## src/rtl/vsg_pkg.sv

```systemverilog
package vsg_pkg;

  // Strobes decoded by the control from the raster position, consumed by the datapath.
  typedef struct packed {
    logic hsync;
    logic vsync;
    logic clamp;
  } vsgStrobe_t;

endpackage

```

## src/rtl/vsg_control.sv

```systemverilog
module vsg_control
  import vsg_pkg::*;
#(
  parameter int LINE_CLKS  = 858,
  parameter int LINES      = 525,
  parameter int HSYNC_CLKS = 64,
  parameter int VS_FIRST   = 4,
  parameter int VS_LAST    = 6,
  parameter int CLAMP_LEN  = 16,
  parameter int BP_GAP     = 8,
  parameter int FP_GAP     = 24,
  localparam int HW = $clog2(LINE_CLKS),
  localparam int LW = $clog2(LINES + 1)
) (
  input  logic            clk,
  input  logic            rst,
  input  logic            pixEn,
  input  logic            porchSel,
  input  logic [2:0]      clampShift,
  output logic [HW-1:0]   hCount,
  output logic [LW-1:0]   lineNum,
  output vsgStrobe_t      strobes
);

  localparam int FIELD1_LINES = (LINES + 1) / 2;
  localparam int CW           = HW + 2;
  localparam logic [CW-1:0] BACK_BASE  = CW'(HSYNC_CLKS + BP_GAP);
  localparam logic [CW-1:0] FRONT_BASE = CW'(LINE_CLKS - FP_GAP);
  localparam logic [CW-1:0] CLAMP_SPAN = CW'(CLAMP_LEN);

  logic lineEnd;
  logic frameEnd;
  logic [LW-1:0] fieldLine;
  logic [CW-1:0] clampBase;
  logic [CW-1:0] clampStart;
  logic [CW-1:0] clampStop;
  logic [CW-1:0] hWide;

  assign lineEnd  = (hCount == HW'(LINE_CLKS - 1));
  assign frameEnd = (lineNum == LW'(LINES));

  // Pixel and line counters, stepping only on enabled clocks.
  always_ff @(posedge clk) begin
    if (rst) begin
      hCount  <= '0;
      lineNum <= LW'(1);
    end else if (pixEn) begin
      if (lineEnd) begin
        hCount  <= '0;
        lineNum <= frameEnd ? LW'(1) : lineNum + LW'(1);
      end else begin
        hCount <= hCount + HW'(1);
      end
    end
  end

  // Line number within the current field.
  always_comb begin
    if (lineNum > LW'(FIELD1_LINES)) fieldLine = lineNum - LW'(FIELD1_LINES);
    else                             fieldLine = lineNum;
  end

  // Clamp window: porch base, then sign-magnitude shift.
  always_comb begin
    clampBase = porchSel ? BACK_BASE : FRONT_BASE;
    if (clampShift[2]) clampStart = clampBase - CW'(clampShift[1:0]);
    else               clampStart = clampBase + CW'(clampShift[1:0]);
    clampStop = clampStart + CLAMP_SPAN;
    hWide     = CW'(hCount);
  end

  always_comb begin
    strobes.hsync = (hCount < HW'(HSYNC_CLKS));
    strobes.vsync = (fieldLine >= LW'(VS_FIRST)) && (fieldLine <= LW'(VS_LAST));
    strobes.clamp = (hWide >= clampStart) && (hWide < clampStop);
  end

endmodule

```

## src/rtl/vsg_datapath.sv

```systemverilog
module vsg_datapath
  import vsg_pkg::*;
(
  input  logic       clk,
  input  logic       rst,
  input  logic       pixEn,
  input  logic       compSel,
  input  vsgStrobe_t strobes,
  output logic       hsyncQ,
  output logic       hcSyncOut,
  output logic       vSyncOut,
  output logic       clampOut
);

  logic sharedNext;

  assign sharedNext = compSel ? (strobes.hsync ^ strobes.vsync) : strobes.hsync;

  // One register stage for every output keeps them mutually aligned.
  always_ff @(posedge clk) begin
    if (rst) begin
      hsyncQ    <= 1'b0;
      hcSyncOut <= 1'b0;
      vSyncOut  <= 1'b0;
      clampOut  <= 1'b0;
    end else if (pixEn) begin
      hsyncQ    <= strobes.hsync;
      hcSyncOut <= sharedNext;
      vSyncOut  <= strobes.vsync;
      clampOut  <= strobes.clamp;
    end
  end

endmodule

```

## src/rtl/video_sync_gen.sv

```systemverilog
module video_sync_gen
  import vsg_pkg::*;
#(
  parameter int LINE_CLKS  = 858,
  parameter int LINES      = 525,
  parameter int HSYNC_CLKS = 64,
  parameter int VS_FIRST   = 4,
  parameter int VS_LAST    = 6,
  parameter int CLAMP_LEN  = 16,
  parameter int BP_GAP     = 8,
  parameter int FP_GAP     = 24
) (
  input  logic       clk,
  input  logic       rst,
  input  logic       pixEn,
  input  logic       compSel,
  input  logic       porchSel,
  input  logic [2:0] clampShift,
  output logic       hcSyncOut,
  output logic       vSyncOut,
  output logic       clampOut
);

  localparam int HW = $clog2(LINE_CLKS);
  localparam int LW = $clog2(LINES + 1);

  vsgStrobe_t    strobes;
  logic [HW-1:0] hCount;
  logic [LW-1:0] lineNum;
  logic          hsyncQ;

  vsg_control #(
    .LINE_CLKS(LINE_CLKS), .LINES(LINES), .HSYNC_CLKS(HSYNC_CLKS),
    .VS_FIRST(VS_FIRST), .VS_LAST(VS_LAST), .CLAMP_LEN(CLAMP_LEN),
    .BP_GAP(BP_GAP), .FP_GAP(FP_GAP)
  ) u_control (
    .clk(clk), .rst(rst), .pixEn(pixEn), .porchSel(porchSel),
    .clampShift(clampShift), .hCount(hCount), .lineNum(lineNum),
    .strobes(strobes)
  );

  vsg_datapath u_datapath (
    .clk(clk), .rst(rst), .pixEn(pixEn), .compSel(compSel),
    .strobes(strobes), .hsyncQ(hsyncQ), .hcSyncOut(hcSyncOut),
    .vSyncOut(vSyncOut), .clampOut(clampOut)
  );

endmodule

```

## config.mk

```make
export PLATFORM = sky130hd
export DESIGN_NAME = video_sync_gen
export DESIGN_NICKNAME = d
export VERILOG_FILES = /design/src/rtl/vsg_pkg.sv /design/src/rtl/vsg_control.sv /design/src/rtl/vsg_datapath.sv /design/src/rtl/video_sync_gen.sv
export SDC_FILE = /design/constraint.sdc
export NUM_CORES = 1
export LEC_CHECK = 0
export BUFFER_PORTS_ARGS = -buffer_cell sky130_fd_sc_hd__buf_2
export CAP_MARGIN = 20
export CORE_MARGIN = 2
export CORE_UTILIZATION = 35
export CTS_BUF_LIST = sky130_fd_sc_hd__clkbuf_4 sky130_fd_sc_hd__clkbuf_8
export CTS_CLUSTER_SIZE = 12
export DETAILED_ROUTE_END_ITERATION = 12
export PLACE_DENSITY = 0.53
export SYNTH_ARGS = -nofsm -noshare
export SYNTH_HDL_FRONTEND = slang
export SYNTH_SLANG_ARGS = --single-unit
```

## constraint.sdc

```tcl
create_clock -name clk -period 3.2 [get_ports clk]
set_input_delay 0.32 -clock clk [delete_from_list [all_inputs] [get_ports clk]]
set_output_delay 0.32 -clock clk [all_outputs]
set_load 0.01 [all_outputs]
```

* Word-level counts from Yosys, hierarchy flattened
Index checks and enable logic that the tools add are counted.
** Word-level totals
- Register bits :: 23
- Input port bits :: 8
- Output and inout bits :: 3
- Word-level logic and storage cells :: 29
** Operators by class
- Add/sub/neg operators :: 6
- $lt $le $gt $ge :: 6
- Equal/unequal tests :: 2
- Muxes and demuxes :: 6
- Bitwise logic cells :: 1
- Reduce and logical (&&, ||, !) cells :: 3
** Operator list (number)
- $mux W10 :: 4
- $add A10 B1 Y10 const B :: 2
- $eq A10 B10 Y1 const B :: 2
- $add A12 B2 Y12 :: 1
- $add A12 B5 Y12 const B :: 1
- $ge A10 B12 Y1 :: 1
- $lt A10 B12 Y1 :: 1
- $mux W12 :: 1
- $sub A12 B2 Y12 :: 1
- $ge A10 B3 Y1 const B :: 1
- $gt A10 B9 Y1 const B :: 1
- $le A10 B3 Y1 const B :: 1
- $lt A10 B7 Y1 const B :: 1
- $sub A10 B9 Y10 const B :: 1
- $logic_and A1 B1 Y1 :: 2
- $reduce_and A2 Y1 :: 1
- $mux W1 :: 1
- $xor A1 B1 Y1 :: 1

* Logic depth before layout (Yosys ltp)
Gate-level depths: netlist of the first run.
- Depth in word-level cells :: 6
- Mapped depth :: 12
- Gate-level depth less buffers :: 12

* Hierarchy
Synthesis of the first run repeated with hierarchy kept, for this count alone.
** Second synthesis, totals
- Cell total of the unflattened synthesis :: 199
- Area, all modules :: 1720.4 µm²
** By module, submodules not included
- vsg_control :: instances 1, cells each 184, area each 1557.7 µm², sequential area each 400.4 µm²
- vsg_datapath :: instances 1, cells each 15, area each 162.7 µm², sequential area each 80.1 µm²

* Worst setup path before layout of the first run
No wires, ideal clock.
- Kind :: input -> register
- From :: in porchSel
- To :: reg u_datapath.clampOut
- Library setup time :: 0.116 ns
- Arrival :: 2.167 ns
- Data required time :: 3.084 ns
- Path slack :: 0.917 ns
- Stages :: 10
- Buffers on the path :: 0
- Cell sequence :: inv_1 -> fa_1 -> inv_1 -> ha_1 -> mux2_2 -> ha_1 -> o21ai_0 -> a21oi_1 -> o311ai_0 -> a31o_2
** Between the ends
- Word-level cells in the longest chain between the ends :: 6
- Elaborated cells between the ends (all ways) :: 8
- Classes of those cells :: add/sub (3); order compare (2); mux (2); reduce/logical (1)
** Ends and longest elaborated chain
- start, declared :: line video_sync_gen.sv:17 : input logic porchSel,
- $mux W10 (*) :: line vsg_control.sv:65 : clampBase = porchSel ? BACK_BASE : FRONT_BASE;
- $add A12 B2 Y12 or $sub A12 B2 Y12 (tied branches) :: line vsg_control.sv:67, vsg_control.sv:66
- $mux W12 (*) :: line vsg_control.sv:66 : if (clampShift[2]) clampStart = clampBase - CW'(clampShift[1:0]);
- $add A12 B5 Y12 :: line vsg_control.sv:68 : clampStop = clampStart + CLAMP_SPAN;
- $lt A10 B12 Y1 :: line vsg_control.sv:75 : strobes.clamp = (hWide >= clampStart) && (hWide < clampStop);
- $logic_and A1 B1 Y1 (*) :: line vsg_control.sv:75
- end signal, assigned :: line vsg_datapath.sv:30 : clampOut <= strobes.clamp;
- end, declared :: line vsg_datapath.sv:12 : output logic clampOut
Every way passes the cells marked *; elsewhere a longest branch is shown, timed or not.
A chain may end at the register's enable or synchronous reset.

* Final worst setup path of the first run
Ends and elaborated chain as after synthesis.

==> impl_metrics.yaml, run 1 <==
status:
  status: "complete, no violations"
timing:
  fin_crit_ns: 2.29
  fmax_mhz: 436
  finalMaxSlewViolations: 0
  timing.final.crit_share: 0.717
  hold_viol: 0
  timing.hold.ws_ns: 0.373
  skew_ns: 0.00222
  worst_pin_slew_ns: 0.716
  fin_tns_setup_ns: 0
  rsz0062_at_grt: "false"
  relSlewSlack: 0.516
  setup_viol: 0
clock_network:
  cts_buffers: 3
  cts_tree: "built"
  clockBufferDepth: 2
  htree_levels: 1
  cts-root-buf: "clkbuf_8"
  cts_resized: 0
  postCtsHoldBufs: 0
  clk_latency_ns: 0.26
  cts_sinks: 23
  post_cts_buffers: 0
  clkTransAtPathRegs_ns: 0.08
detailed_routing:
  first_pass_iters: 4
  antenna_left: 0
  wl_mm: 3.39
  vias: 1416
  routedWlPerCell_um: 12.0
  drc: 0
  via_per_inst: 5.02
  drt_iter0_markers: 55
final_layout:
  area_growth_pct: 6.67
  final_cells: 282
  nNetsFinal: 248
  antennaDiodeCount: 0
  drive_above_1_share: 0.135
floorplan:
  ios: 11
  dieWidth_um: 75.4
  dieArea_mm2: 0.00568
  num_rows: 25
  start_util: 0.370
  fp.dieH_um: 75.4
  coreArea_mm2: 0.00482
grt:
  grt_pass1_vias: 1331
  grt_util_all_layers: 0.133
  grt-ovfl-total: 0
  grt_first_pass_wirelength_mm: 5.90
  grt_max_degree: 15
  grt_antenna_before_repair: 0
yosys:
  synthDistinctLibCells: 50
  netlist_area_mm2: 0.00178
  syn_area_per_cell_um2: 8.45
  synthArstFlopShare: 0
  ys_seq_area_frac: 0.258
  synth_edf_count: 0
  ys_seq_elements: 23
  yosysWarnings: 0
  netlist_instances: 211
  synth_flop_cell: "dfxtp_1"
  synth_nets: 243
placed_design:
  port_buffers: 10
  dp_hpwl_mm: 2.61
  dp_cells: 278
  routabilityCongestion: 0.801
worst_setup_path:
  cp_cell_sequence: "buf_2 > inv_1 > fa_1 > inv_1 > ha_1 > mux2_2 > ha_1 > o21ai_0 > a21oi_1 > o311ai_0 > a31o_2"
  slowest_stage: "fa_1"
  cp-end-kind: "register"
  cpPeakStageDelay_ns: 0.42
  critical_path_class: "in2reg"
  cpLargestDelayFamily: "adder cells"
  crit_buf_inv: 3
  crit_fanout: 6
  start_kind: "primary input"
  rrSetupSlack_ns: 1.12
  cp.required_ns: 3.41
  cp.arrival_ns: 2.51
power_and_ir_drop:
  peakVddDrop_mv: 0.153
  p_leak_uw: 0.000818
  power_density_mw_per_mm2: 290
worst_hold_path:
  min_path_type: "in2reg"
run:
  max_cap_violations: 0
[sequential cells by signal, summed over array words and instances (netlist names)]
register and count:
u_control.hCount 10, u_datapath.clampOut 1, u_control.lineNum 10, u_datapath.hcSyncOut 1
u_datapath.vSyncOut 1
[routing by layer]
metal / track usage / up-vias / share of wire
li1: - / 757 / -
met1: 0.179 / 635 / 0.50
met2: 0.214 / 22 / 0.46
met3: 0.0106 / 2 / 0.030
met4: 0.0663 / 0 / 0.012
met5: 0 / - / 0
[worst reg2reg max path: cells and delay by family, from the launching register on]
family                     cells  cell delay [ns]
DFF                            1             0.47
muxes                          1             0.31
and+or+nand+nor                1             0.10
adders and majority gates      1             0.37
AOI/OAI and AO/OA              4             0.75
[worst paths after layout]
kind	start	endpoint	depth (start not counted)
worst min-delay path	rst	u_control.lineNum[3]	2
worst max-delay path	porchSel	u_datapath.clampOut	11
worst max register to register	u_control.lineNum[0]	u_datapath.hcSyncOut	7
worst min register to register	u_datapath.vSyncOut	u_datapath.vSyncOut	2
[cell families after synthesis]
kind of cell / count (synthesis) / synth area share
AO/OA/AOI/OAI: 35 / 0.134
XOR/XNOR: 15 / 0.0737
adder cells (fa/ha/maj): 24 / 0.173
buffers and inverters: 23 / 0.0653
flip-flops: 23 / 0.258
multiplexers: 6 / 0.0358
AND/OR/NAND/NOR: 85 / 0.260
[where the power goes]
group          internal [uW]  switching [uW]
Clock                   97.3            91.1
Combinational           32.3            36.0
Sequential               290            4.75
[stage by stage]
stage | cell area, um^2 | setup WS [ns] | power (uW) | util
final | 1900 | 0.906 | 551 | 0.395
after global routing | 1900 | 0.681 | 579 | 0.395
after CTS | 1900 | 0.898 | 559 | 0.395
after detailed placement | 1850 | 0.614 | 370 | 0.385
after global placement | 1850 | 0.651 | 370 | 0.385
after floorplan | 1780 | 0.917 | 351 | -
[cells in the final DEF, fill, tap and decap left out, types with 2 or more instances in the layout]
master    Yosys  routed
clkbuf_8      0       3
a21oi_1      10      10
nand2b_1      3       3
buf_2         6      10
nor2b_1       3       3
o21ai_0       7       7
xor2_1       10      10
xnor2_1       5       5
a21o_1        3       3
and3_1        3       3
nor3b_1       2       2
a31o_2        2       2
nand4_1       4       4
or2_2         2       2
dfxtp_1      23      23
a211oi_1      2       2
mux2i_1       3       3
mux2_2        3       3
nand3_1      11      11
nor3_2        2       2
nor3_1        7       7
inv_1        12      12
nand2_1      10      10
ha_1         23      23
or3_1         2       2
nor2_1       26      26
[synth_stat cells, types with 3 or more instances]
cell type	count	share of area
and3_1	3	0.011
inv_1	12	0.025
buf_2	6	0.017
nor3_1	7	0.020
nor2_1	26	0.055
nor2b_1	3	0.011
mux2i_1	3	0.017
nand2_1	10	0.021
ha_1	23	0.16
dfxtp_1	23	0.26
a21oi_1	10	0.028
xor2_1	10	0.049
nand2b_1	3	0.011
o21ai_0	7	0.020
a21o_1	3	0.013
nand4_1	4	0.014
nand3_1	11	0.031
xnor2_1	5	0.025
mux2_2	3	0.019
[area by class of cell]
class	count	area (um^2)
Timing Repair Buffer	11	57.6
Clock buffer	4	48.8
Multi-Input combinational cell	165	1210
Tap cell	67	83.8
Fill cell	517	2920
Sequential cell	23	460
Inverter	12	45.0
No activity file was read; power rests on OpenSTA's default activity.
==> run 2, diff against run 1 <==
--- a/config.mk
+++ b/config.mk
@@ -5,6 +5,7 @@
 export SDC_FILE = /design/constraint.sdc
 export NUM_CORES = 1
 export LEC_CHECK = 0
+export ABC_AREA = 1
 export BUFFER_PORTS_ARGS = -buffer_cell sky130_fd_sc_hd__buf_2
 export CAP_MARGIN = 20
 export CORE_MARGIN = 2
==> constraint.sdc (replaced) <==
create_clock -name clk -period 2.26 [get_ports clk]
set_input_delay 0.226 -clock clk [delete_from_list [all_inputs] [get_ports clk]]
set_output_delay 0.226 -clock clk [all_outputs]
set_load 0.01 [all_outputs]
==> run 2 against run 1 <==
Net effect:
- final cell count up 35%
- clock power up 41%
- sequential share of layout area down 3.5 points
- critical path type unchanged
- largest power group unchanged
- highest routed layer unchanged
==> impl_metrics.yaml, run 2 <==
floorplan:
  num_rows: 27
  start_util: 0.362
  dieArea_mm2: 0.00628
  dieWidth_um: 79.3
  fp.dieH_um: 79.3
  ios: 11
  coreArea_mm2: 0.00547
placed_design:
  dp_cells: 377
  port_buffers: 10
  dp_hpwl_mm: 3.65
  routabilityCongestion: 0.850
power_and_ir_drop:
  p_leak_uw: 0.00104
  p_total_uw: 785
  power_density_mw_per_mm2: 354
  peakVddDrop_mv: 0.282
yosys:
  yosysWarnings: 0
  synth_flop_cell: "dfxtp_1"
  yosys-top-cells-count: "nand2_1, inv_1, nor2_1"
  synth_edf_count: 0
  synthDistinctLibCells: 35
  netlist_top_cells_area: "dfxtp_1, ha_1, nand2_1"
  syn_area_per_cell_um2: 6.81
  ys_seq_area_frac: 0.232
  ys_seq_elements: 23
  yosys.area.top_type: "dfxtp_1"
  netlist_instances: 291
  yosys.cell_count.top_type: "nand2_1"
  synth_nets: 323
  netlist_area_mm2: 0.00198
  synthArstFlopShare: 0
  yosysTopAreaCellShare: 0.232
clock_network:
  cts_buffers: 3
  cts_tree: "built"
  postCtsHoldBufs: 0
  clockBufferDepth: 2
  clk_latency_ns: 0.27
  post_cts_buffers: 0
  clkTransAtPathRegs_ns: 0.08
  cts-root-buf: "clkbuf_8"
  htree_levels: 1
  cts_sinks: 23
final_layout:
  area_growth_pct: 11.9
  antennaDiodeCount: 0
  final_cell_mix: "nand2_1, inv_1, nor2_1"
  final_cells: 381
  mostFrequentLayoutCell: "nand2_1"
  nNetsFinal: 342
  drive_above_1_share: 0.172
  reg_top3: "u_control.hCount (10), u_control.lineNum (10)"
timing:
  fin_crit_ns: 2.11
  hold_viol: 0
  fmax_mhz: 474
  timing.final.crit_share: 0.934
  skew_ns: 0.00783
  finalMaxSlewViolations: 0
  worst_pin_slew_ns: 0.418
  setup_viol: 0
  relSlewSlack: 0.719
detailed_routing:
  drt_iter0_markers: 70
  antenna_left: 0
  drc: 0
  first_pass_iters: 4
  routedWlPerCell_um: 12.0
  vias: 1862
  wl_mm: 4.56
  via_per_inst: 4.89
worst_setup_path:
  rrSetupSlack_ns: 0.37
  cp.arrival_ns: 2.28
  cp.required_ns: 2.42
  crit_fanout: 3
  worstRegToRegCells: 14
  critical_path_class: "in2reg"
  cp-end-kind: "register"
  start_kind: "primary input"
grt:
  grt_first_pass_wirelength_mm: 8.18
  grt_max_degree: 13
  grt_util_all_layers: 0.160
  grt-ovfl-total: 0
  grt_pass1_vias: 1810
  grt_antenna_before_repair: 0
run:
  max_cap_violations: 0
status:
  status: "complete, no violations"
worst_hold_path:
  hold_depth: 2
  min_path_type: "in2reg"
-- run 2: critical path, cell delays in order --
cell and delay [ns]:
buf_2 0.08, inv_1 0.06, fa_2 0.38, inv_1 0.06, ha_1 0.13, nand2_1 0.08
ha_1 0.30, ha_1 0.29, inv_1 0.05, nor4_1 0.35, a21oi_2 0.10, nand3_1 0.11
a21oi_2 0.05
-- run 2: worst paths after layout --
| check | start | to |
|---|---|---|
| hold / removal | rst | u_datapath.clampOut |
| setup / recovery | porchSel | u_datapath.clampOut |
| setup reg to reg | u_control.lineNum[0] | u_datapath.hcSyncOut |
| hold reg to reg | u_datapath.clampOut | u_datapath.clampOut |
-- run 2: area by class of cell --
| type | instances | area (um^2) |
|---|---|---|
| sequential | 23 | 460 |
| fill | 609 | 3250 |
| clock buffer | 4 | 48.8 |
| inverter | 43 | 164 |
| multi-input combinational | 219 | 1330 |
| tap | 72 | 90.1 |
| timing repair buffer | 20 | 125 |
-- run 2: metal layers --
layer,global-route usage,vias up,wire [um]
li1,-,1001,-
met1,0.207,835,2250
met2,0.281,21,2130
met3,0.0273,5,132
met4,0.0293,0,44
met5,0,-,0
-- run 2: kinds of logic after synthesis --
family                     count (synthesis)  synth area share
AOI/OAI and AO/OA                         32            0.0909
DFF                                       23             0.232
adders and majority gates                 24             0.155
and+or+nand+nor                          158             0.396
buffers and inverters                     49             0.104
xor gates and xnor gates                   5            0.0221
-- run 2: report_power, final --
group          switching [uW]  total [uW]  internal, uW
Combinational            63.6         105          41.0
Sequential               4.95         415           410
Clock                     127         265           138
Total                     196         785           589
-- run 2: per-stage QoR --
stage / util / area [um^2] / setup WS (ns) / hold WS, ns / TNS (ns)
floorplan: - / 1980 / 0.0583 / 0.295 / 0
global placement: 0.394 / 2160 / -0.0846 / 0.472 / -0.0846
detailed placement: 0.394 / 2160 / -0.132 / 0.461 / -0.132
CTS: 0.403 / 2200 / 0.138 / 0.242 / 0
global route: 0.405 / 2220 / -0.00248 / 0.231 / -0.00248
finish: 0.405 / 2220 / 0.149 / 0.231 / 0
-- run 2: what timing repair did --
item | in CTS | in global routing
setup endpoints to repair | 0 | 1
endpoints found under the hold margin | 0 | 0
gates resized for setup | 0 | 5
